--- config.mk ---
export PLATFORM = sky130hd
export DESIGN_NAME = cc_flag_reg
export DESIGN_NICKNAME = d
export VERILOG_FILES = /design/src/rtl/cc_flag_pkg.sv /design/src/rtl/cc_mask_stage.sv /design/src/rtl/cc_gp_bank.sv /design/src/rtl/cc_res_bank.sv /design/src/rtl/cc_test_sel.sv /design/src/rtl/cc_flag_reg.sv
export SDC_FILE = /design/constraint.sdc
export NUM_CORES = 1
export LEC_CHECK = 0
export BUFFER_PORTS_ARGS = -buffer_cell sky130_fd_sc_hd__buf_2
export CORE_MARGIN = 10
export CORE_UTILIZATION = 40
export CTS_BUF_LIST = sky130_fd_sc_hd__clkbuf_8
export CTS_CLUSTER_SIZE = 16
export DETAILED_ROUTE_END_ITERATION = 10
export PLACE_DENSITY = 0.81
export SLEW_MARGIN = 20
export SYNTH_ARGS = -nofsm -noshare
export SYNTH_HDL_FRONTEND = slang
export SYNTH_SLANG_ARGS = --single-unit
--- constraint.sdc ---
create_clock -name clk_i -period 1.8 [get_ports clk_i]
set_input_delay 0.27 -clock clk_i [delete_from_list [all_inputs] [get_ports clk_i]]
set_output_delay 0.27 -clock clk_i [all_outputs]
set_load 0.01 [all_outputs]
--- src/rtl/cc_flag_pkg.sv ---
package cc_flag_pkg;
  localparam int unsigned CC_GP_W  = 8;
  localparam int unsigned CC_RES_W = 8;
  localparam int unsigned CC_NUM   = CC_GP_W + CC_RES_W;
  localparam int unsigned CC_SEL_W = $clog2(CC_NUM);

  typedef enum logic [1:0] {
    MASK_KEEP = 2'b00,
    MASK_SET  = 2'b01,
    MASK_CLR  = 2'b10,
    MASK_TOG  = 2'b11
  } mask_act_e;
endpackage

--- src/rtl/cc_mask_stage.sv ---
module cc_mask_stage #(
  parameter int unsigned W = 8
) (
  input  logic         en_i,
  input  logic [W-1:0] set_i,
  input  logic [W-1:0] clr_i,
  input  logic [W-1:0] d_i,
  output logic [W-1:0] q_o
);
  import cc_flag_pkg::*;

  for (genvar k = 0; k < W; k++) begin : g_bit
    mask_act_e act;
    assign act = en_i ? mask_act_e'({clr_i[k], set_i[k]}) : MASK_KEEP;
    always_comb begin
      unique case (act)
        MASK_SET: q_o[k] = 1'b1;
        MASK_CLR: q_o[k] = 1'b0;
        MASK_TOG: q_o[k] = ~d_i[k];
        default:  q_o[k] = d_i[k];
      endcase
    end
  end
endmodule

--- src/rtl/cc_gp_bank.sv ---
module cc_gp_bank #(
  parameter int unsigned NUM_GP = 8
) (
  input  logic              clk_i,
  input  logic              rst_ni,
  input  logic              host_we_i,
  input  logic [NUM_GP-1:0] host_set_i,
  input  logic [NUM_GP-1:0] host_clr_i,
  input  logic              tmr_cmp_i,
  input  logic              tmr_lt_i,
  input  logic              tmr_eq_i,
  input  logic              seq_flg_i,
  input  logic [NUM_GP-1:0] seq_set_i,
  input  logic [NUM_GP-1:0] seq_clr_i,
  output logic [NUM_GP-1:0] gp_o
);
  localparam int unsigned NUM_TMR = 2;

  logic [NUM_GP-1:0] gp_q, after_host, after_tmr, gp_d;

  // host first, then timer compare, then sequencer flag instruction
  cc_mask_stage #(.W(NUM_GP)) i_host_stage (
    .en_i (host_we_i), .set_i(host_set_i), .clr_i(host_clr_i),
    .d_i  (gp_q),      .q_o  (after_host)
  );

  for (genvar k = 0; k < NUM_GP; k++) begin : g_tmr
    if (k == 0) begin : g_lt
      assign after_tmr[k] = tmr_cmp_i ? tmr_lt_i : after_host[k];
    end else if (k < NUM_TMR) begin : g_eq
      assign after_tmr[k] = tmr_cmp_i ? tmr_eq_i : after_host[k];
    end else begin : g_pass
      assign after_tmr[k] = after_host[k];
    end
  end

  cc_mask_stage #(.W(NUM_GP)) i_seq_stage (
    .en_i (seq_flg_i), .set_i(seq_set_i), .clr_i(seq_clr_i),
    .d_i  (after_tmr), .q_o  (gp_d)
  );

  always_ff @(posedge clk_i or negedge rst_ni) begin
    if (!rst_ni) gp_q <= '0;
    else         gp_q <= gp_d;
  end

  assign gp_o = gp_q;
endmodule

--- src/rtl/cc_res_bank.sv ---
module cc_res_bank #(
  parameter int unsigned NUM_RES = 8
) (
  input  logic               clk_i,
  input  logic               rst_ni,
  input  logic               res_vld_i,
  input  logic [NUM_RES-1:0] res_bits_i,
  output logic [NUM_RES-1:0] res_o
);
  logic [NUM_RES-1:0] res_q;

  always_ff @(posedge clk_i or negedge rst_ni) begin
    if (!rst_ni)        res_q <= '0;
    else if (res_vld_i) res_q <= res_bits_i;
  end

  assign res_o = res_q;
endmodule

--- src/rtl/cc_test_sel.sv ---
module cc_test_sel #(
  parameter int unsigned NUM_CC = 16,
  parameter int unsigned SEL_W  = $clog2(NUM_CC)
) (
  input  logic [NUM_CC-1:0] cc_i,
  input  logic [SEL_W-1:0]  sel_i,
  input  logic              pol_i,
  output logic              hit_o
);
  logic picked;
  assign picked = cc_i[sel_i];
  assign hit_o  = ~(picked ^ pol_i);
endmodule

--- src/rtl/cc_flag_reg.sv ---
module cc_flag_reg
  import cc_flag_pkg::*;
#(
  parameter int unsigned NUM_GP  = CC_GP_W,
  parameter int unsigned NUM_RES = CC_RES_W,
  localparam int unsigned NUM_CC = NUM_GP + NUM_RES,
  localparam int unsigned SEL_W  = $clog2(NUM_CC)
) (
  input  logic               clk_i,
  input  logic               rst_ni,
  input  logic               host_we_i,
  input  logic [NUM_GP-1:0]  host_set_i,
  input  logic [NUM_GP-1:0]  host_clr_i,
  input  logic               seq_flg_i,
  input  logic [NUM_GP-1:0]  seq_set_i,
  input  logic [NUM_GP-1:0]  seq_clr_i,
  input  logic               tmr_cmp_i,
  input  logic               tmr_lt_i,
  input  logic               tmr_eq_i,
  input  logic               res_vld_i,
  input  logic [NUM_RES-1:0] res_bits_i,
  input  logic [SEL_W-1:0]   cc_sel_i,
  input  logic               cc_pol_i,
  output logic               cc_true_o,
  output logic [NUM_CC-1:0]  cc_rd_o
);
  logic [NUM_GP-1:0]  gp_flags;
  logic [NUM_RES-1:0] res_flags;

  cc_gp_bank #(.NUM_GP(NUM_GP)) i_gp_bank (
    .clk_i, .rst_ni,
    .host_we_i, .host_set_i, .host_clr_i,
    .tmr_cmp_i, .tmr_lt_i, .tmr_eq_i,
    .seq_flg_i, .seq_set_i, .seq_clr_i,
    .gp_o (gp_flags)
  );

  cc_res_bank #(.NUM_RES(NUM_RES)) i_res_bank (
    .clk_i, .rst_ni,
    .res_vld_i, .res_bits_i,
    .res_o (res_flags)
  );

  assign cc_rd_o = {res_flags, gp_flags};

  cc_test_sel #(.NUM_CC(NUM_CC), .SEL_W(SEL_W)) i_test_sel (
    .cc_i  (cc_rd_o),
    .sel_i (cc_sel_i),
    .pol_i (cc_pol_i),
    .hit_o (cc_true_o)
  );
endmodule

==> results.toml <==
[global_routing]
met2_usage_pct = 31.1
grt_max_degree = 17
grtUsageTotal_pct = 15.4
met1_usage_pct = 12.6
antenna_found_initial = 0
grt_pass1_vias = 1108
grt_busiest_layer = "met2"
grt_pass1_wl_um = 5290
overflow = 0
use_met3_pct = 4.79

[logic_synthesis]
yosys.area.top_type = "dfrtp_1"
synth_mux_area_share_pct = 32.7
synthDistinctLibCells = 13
synth_top_family_by_area = "multiplexers"
ys.warnings.count = 0
synth_area_sq_um = 911
post_synth_xor_area_fraction_pct = 0.962
yosys.area_share.simple_pct = 11.0
synthesis.nets = 130
yosysSeqAreaShare_pct = 44.0
synthCells = 77
synthTopCellsByArea = "dfrtp_1, mux4_1, mux2_2, mux2i_1, and2_1"
avgSynthCellArea_sq_um = 11.8
synth_fa_ha_area_share_pct = 0
yosysTopAreaCellShare_pct = 44.0
synth_compound_area_share_pct = 10.2
ys_ff_latch = 16

[critical_path]
r2r_slack_ps = 480
reg2regPathDepth = 4
r2r-start = "i_gp_bank.gp_o[1]$_DFF_PN0_"
critical_path_class = "reg -> out"
crit_path_max_fanout = 2
cpMostUsedCell = "mux4_2"
reg2reg_to = "i_gp_bank.gp_o[1]$_DFF_PN0_"
cp_slowest_cell = "mux4_2"
critPathRequiredTime_ps = 1530
cp.arrival_ps = 1890
max_stage_delay_ps = 510
endpoint_kind = "primary output"
crit_chain = "mux4_2 -> mux4_2 -> xnor2_2 -> buf_2"
start_kind = "register"

[floorplan]
rows = 17
coreArea_sq_um = 2190
die_w_um = 67.7
ios = 70
initial_core_util_pct = 41.6
die-area_sq_um = 4590
die_h_um = 67.7

[drt]
vias = 970
drtPass1Iterations = 4
drt-initial-drc-count = 20
routed_wl_um = 3360
ant_nets = 0
avgRoutedWirePerCell_um = 17.4
drc = 0
via_per_inst = 5.03

[timing]
tns_ps = -358
drv_slew = 0
max_freq_mhz = 463
hold_viol = 0
min_period_over_period_pct = 120
skew_ps = 0
min_period_ps = 2160
tightest_slew_ps = 354
rsz0062_at_grt = "true"
max-slew-margin-rel_pct = 76.4
setup_viol = 1
fin_ws_ps = -358

[clocking]
clock-sinks = 16
cts_made_buffers = 3
root_buffer = "clkbuf_8"
cts_tree = "yes"
clk_path_buf_depth = 2
cts.htree.levels = 1
clkTransAtPathRegs_ps = 70
clk_latency_ps = 250
cts.repair.resized = 0

[status]
violations = "negative setup slack"
status = "complete, but fails checks"

[place]
pre_cts_ws_ps = -205
place.gp.congestion = 0.832
dp_hpwl_um = 2880
dpl.cell_count = 187
port-buffer-count = 69

[worst_hold_path]
hold_path.class = "in -> reg"
hold_path_end = "i_res_bank.res_o[5]$_DFFE_PN0P_"
hold_depth = 2
min_from = "res_bits_i[5]"

[layout]
syn2layout_area_growth_pct = 60.9
mostFrequentLayoutCells = "buf_2, buf_4, dfrtp_1"
drive_above_1_share_pct = 63.0
fillCellCount = 193
final_common_cell = "buf_2"
fin_cells = 193
diodes = 0
fin_nets = 219

[power_and_ir_drop]
ir_drop_mv = 0.501
p_per_area_nw_per_um2 = 775
power_leakage_nw = 0.772
finalPower_mw = 1.13

[run]
cap_violations = 0
through the flow:
stage | area (sq um) | utilization [%] | hold WS (ps)
CTS | 1470 | 66.9 | 243
floorplan | 903 | - | -25.6
detailed placement | 1390 | 63.6 | 206
global placement | 1390 | 63.6 | 192
finish | 1470 | 66.9 | 249
global route | 1470 | 66.9 | 254
final cells by class:
| type | count | area, sq um | share of cell area, % |
|---|---|---|---|
| multi-input cells | 58 | 492 | 33.6 |
| well taps | 28 | 35.0 | 2.39 |
| flip-flops and latches | 16 | 400 | 27.3 |
| clock buffers | 4 | 55.1 | 3.76 |
| repair buffers | 87 | 483 | 33.0 |
where the power goes:
part / total, mW / switching (mW) / internal (mW)
combinational: 0.382 / 0.162 / 0.221
clock: 0.321 / 0.127 / 0.194
sequential: 0.432 / 0.0282 / 0.403
total: 1.13 / 0.317 / 0.818
metal layers:
metal / routed length, um / vias to the layer above
li1: - / 462
met5: 0 / -
met3: 317 / 8
met1: 1030 / 452
met4: 97 / 0
met2: 1920 / 48
worst max path at each step:
stage | start | end | slack, ps | cells past startpoint
2_1_floorplan | i_gp_bank.gp_o[3]$_DFF_PN0_ | cc_true_o | -40 | 3
3_3_place_gp | cc_sel_i[2] | cc_true_o | -170 | 5
3_5_place_dp | cc_sel_i[2] | cc_true_o | -200 | 5
4_1_cts | i_gp_bank.gp_o[5]$_DFF_PN0_ | cc_true_o | -370 | 4
5_1_grt | i_gp_bank.gp_o[5]$_DFF_PN0_ | cc_true_o | -420 | 4
6_report | i_res_bank.res_o[7]$_DFFE_PN0P_ | cc_true_o | -360 | 4
cells by family (layout without fill, tap and decap cells):
logic type / Yosys count / count (layout)
mux: 21 / 21
simple gates: 20 / 20
compound gates: 16 / 16
flops: 16 / 16
buf+inv: 3 / 91
xor+xnor: 1 / 1
worst max-delay path: cells and delay by family (launching register included):
| family | cells | cell delay, ps |
|---|---|---|
| muxes | 2 | 970 |
| DFF | 1 | 390 |
| xor gates and xnor gates | 1 | 140 |
| buffers and inverters | 1 | 140 |
synthesized netlist by cell type, drive strengths merged:
cell     n
a21oi    8
a31oi    6
and2     8
and3     2
clkbuf   3
dfrtp   16
mux2     8
mux2i    8
mux4     5
nand2   10
o31ai    2
xnor2    1
state kept, by name (all words and copies together) (netlist names):
| name | cells |
|---|---|
| i_res_bank.res_o | 8 |
| i_gp_bank.gp_o | 8 |
what timing repair did:
action | in CTS | in global routing
pin swaps | 1 | 0
hold buffers | 1 | 0
setup endpoints to repair | 1 | 1
setup buffers | 1 | 0
cloned | 0 | 0
endpoints found under the hold margin | 16 | 0
Note: power is estimated with default switching activity, not from simulation.
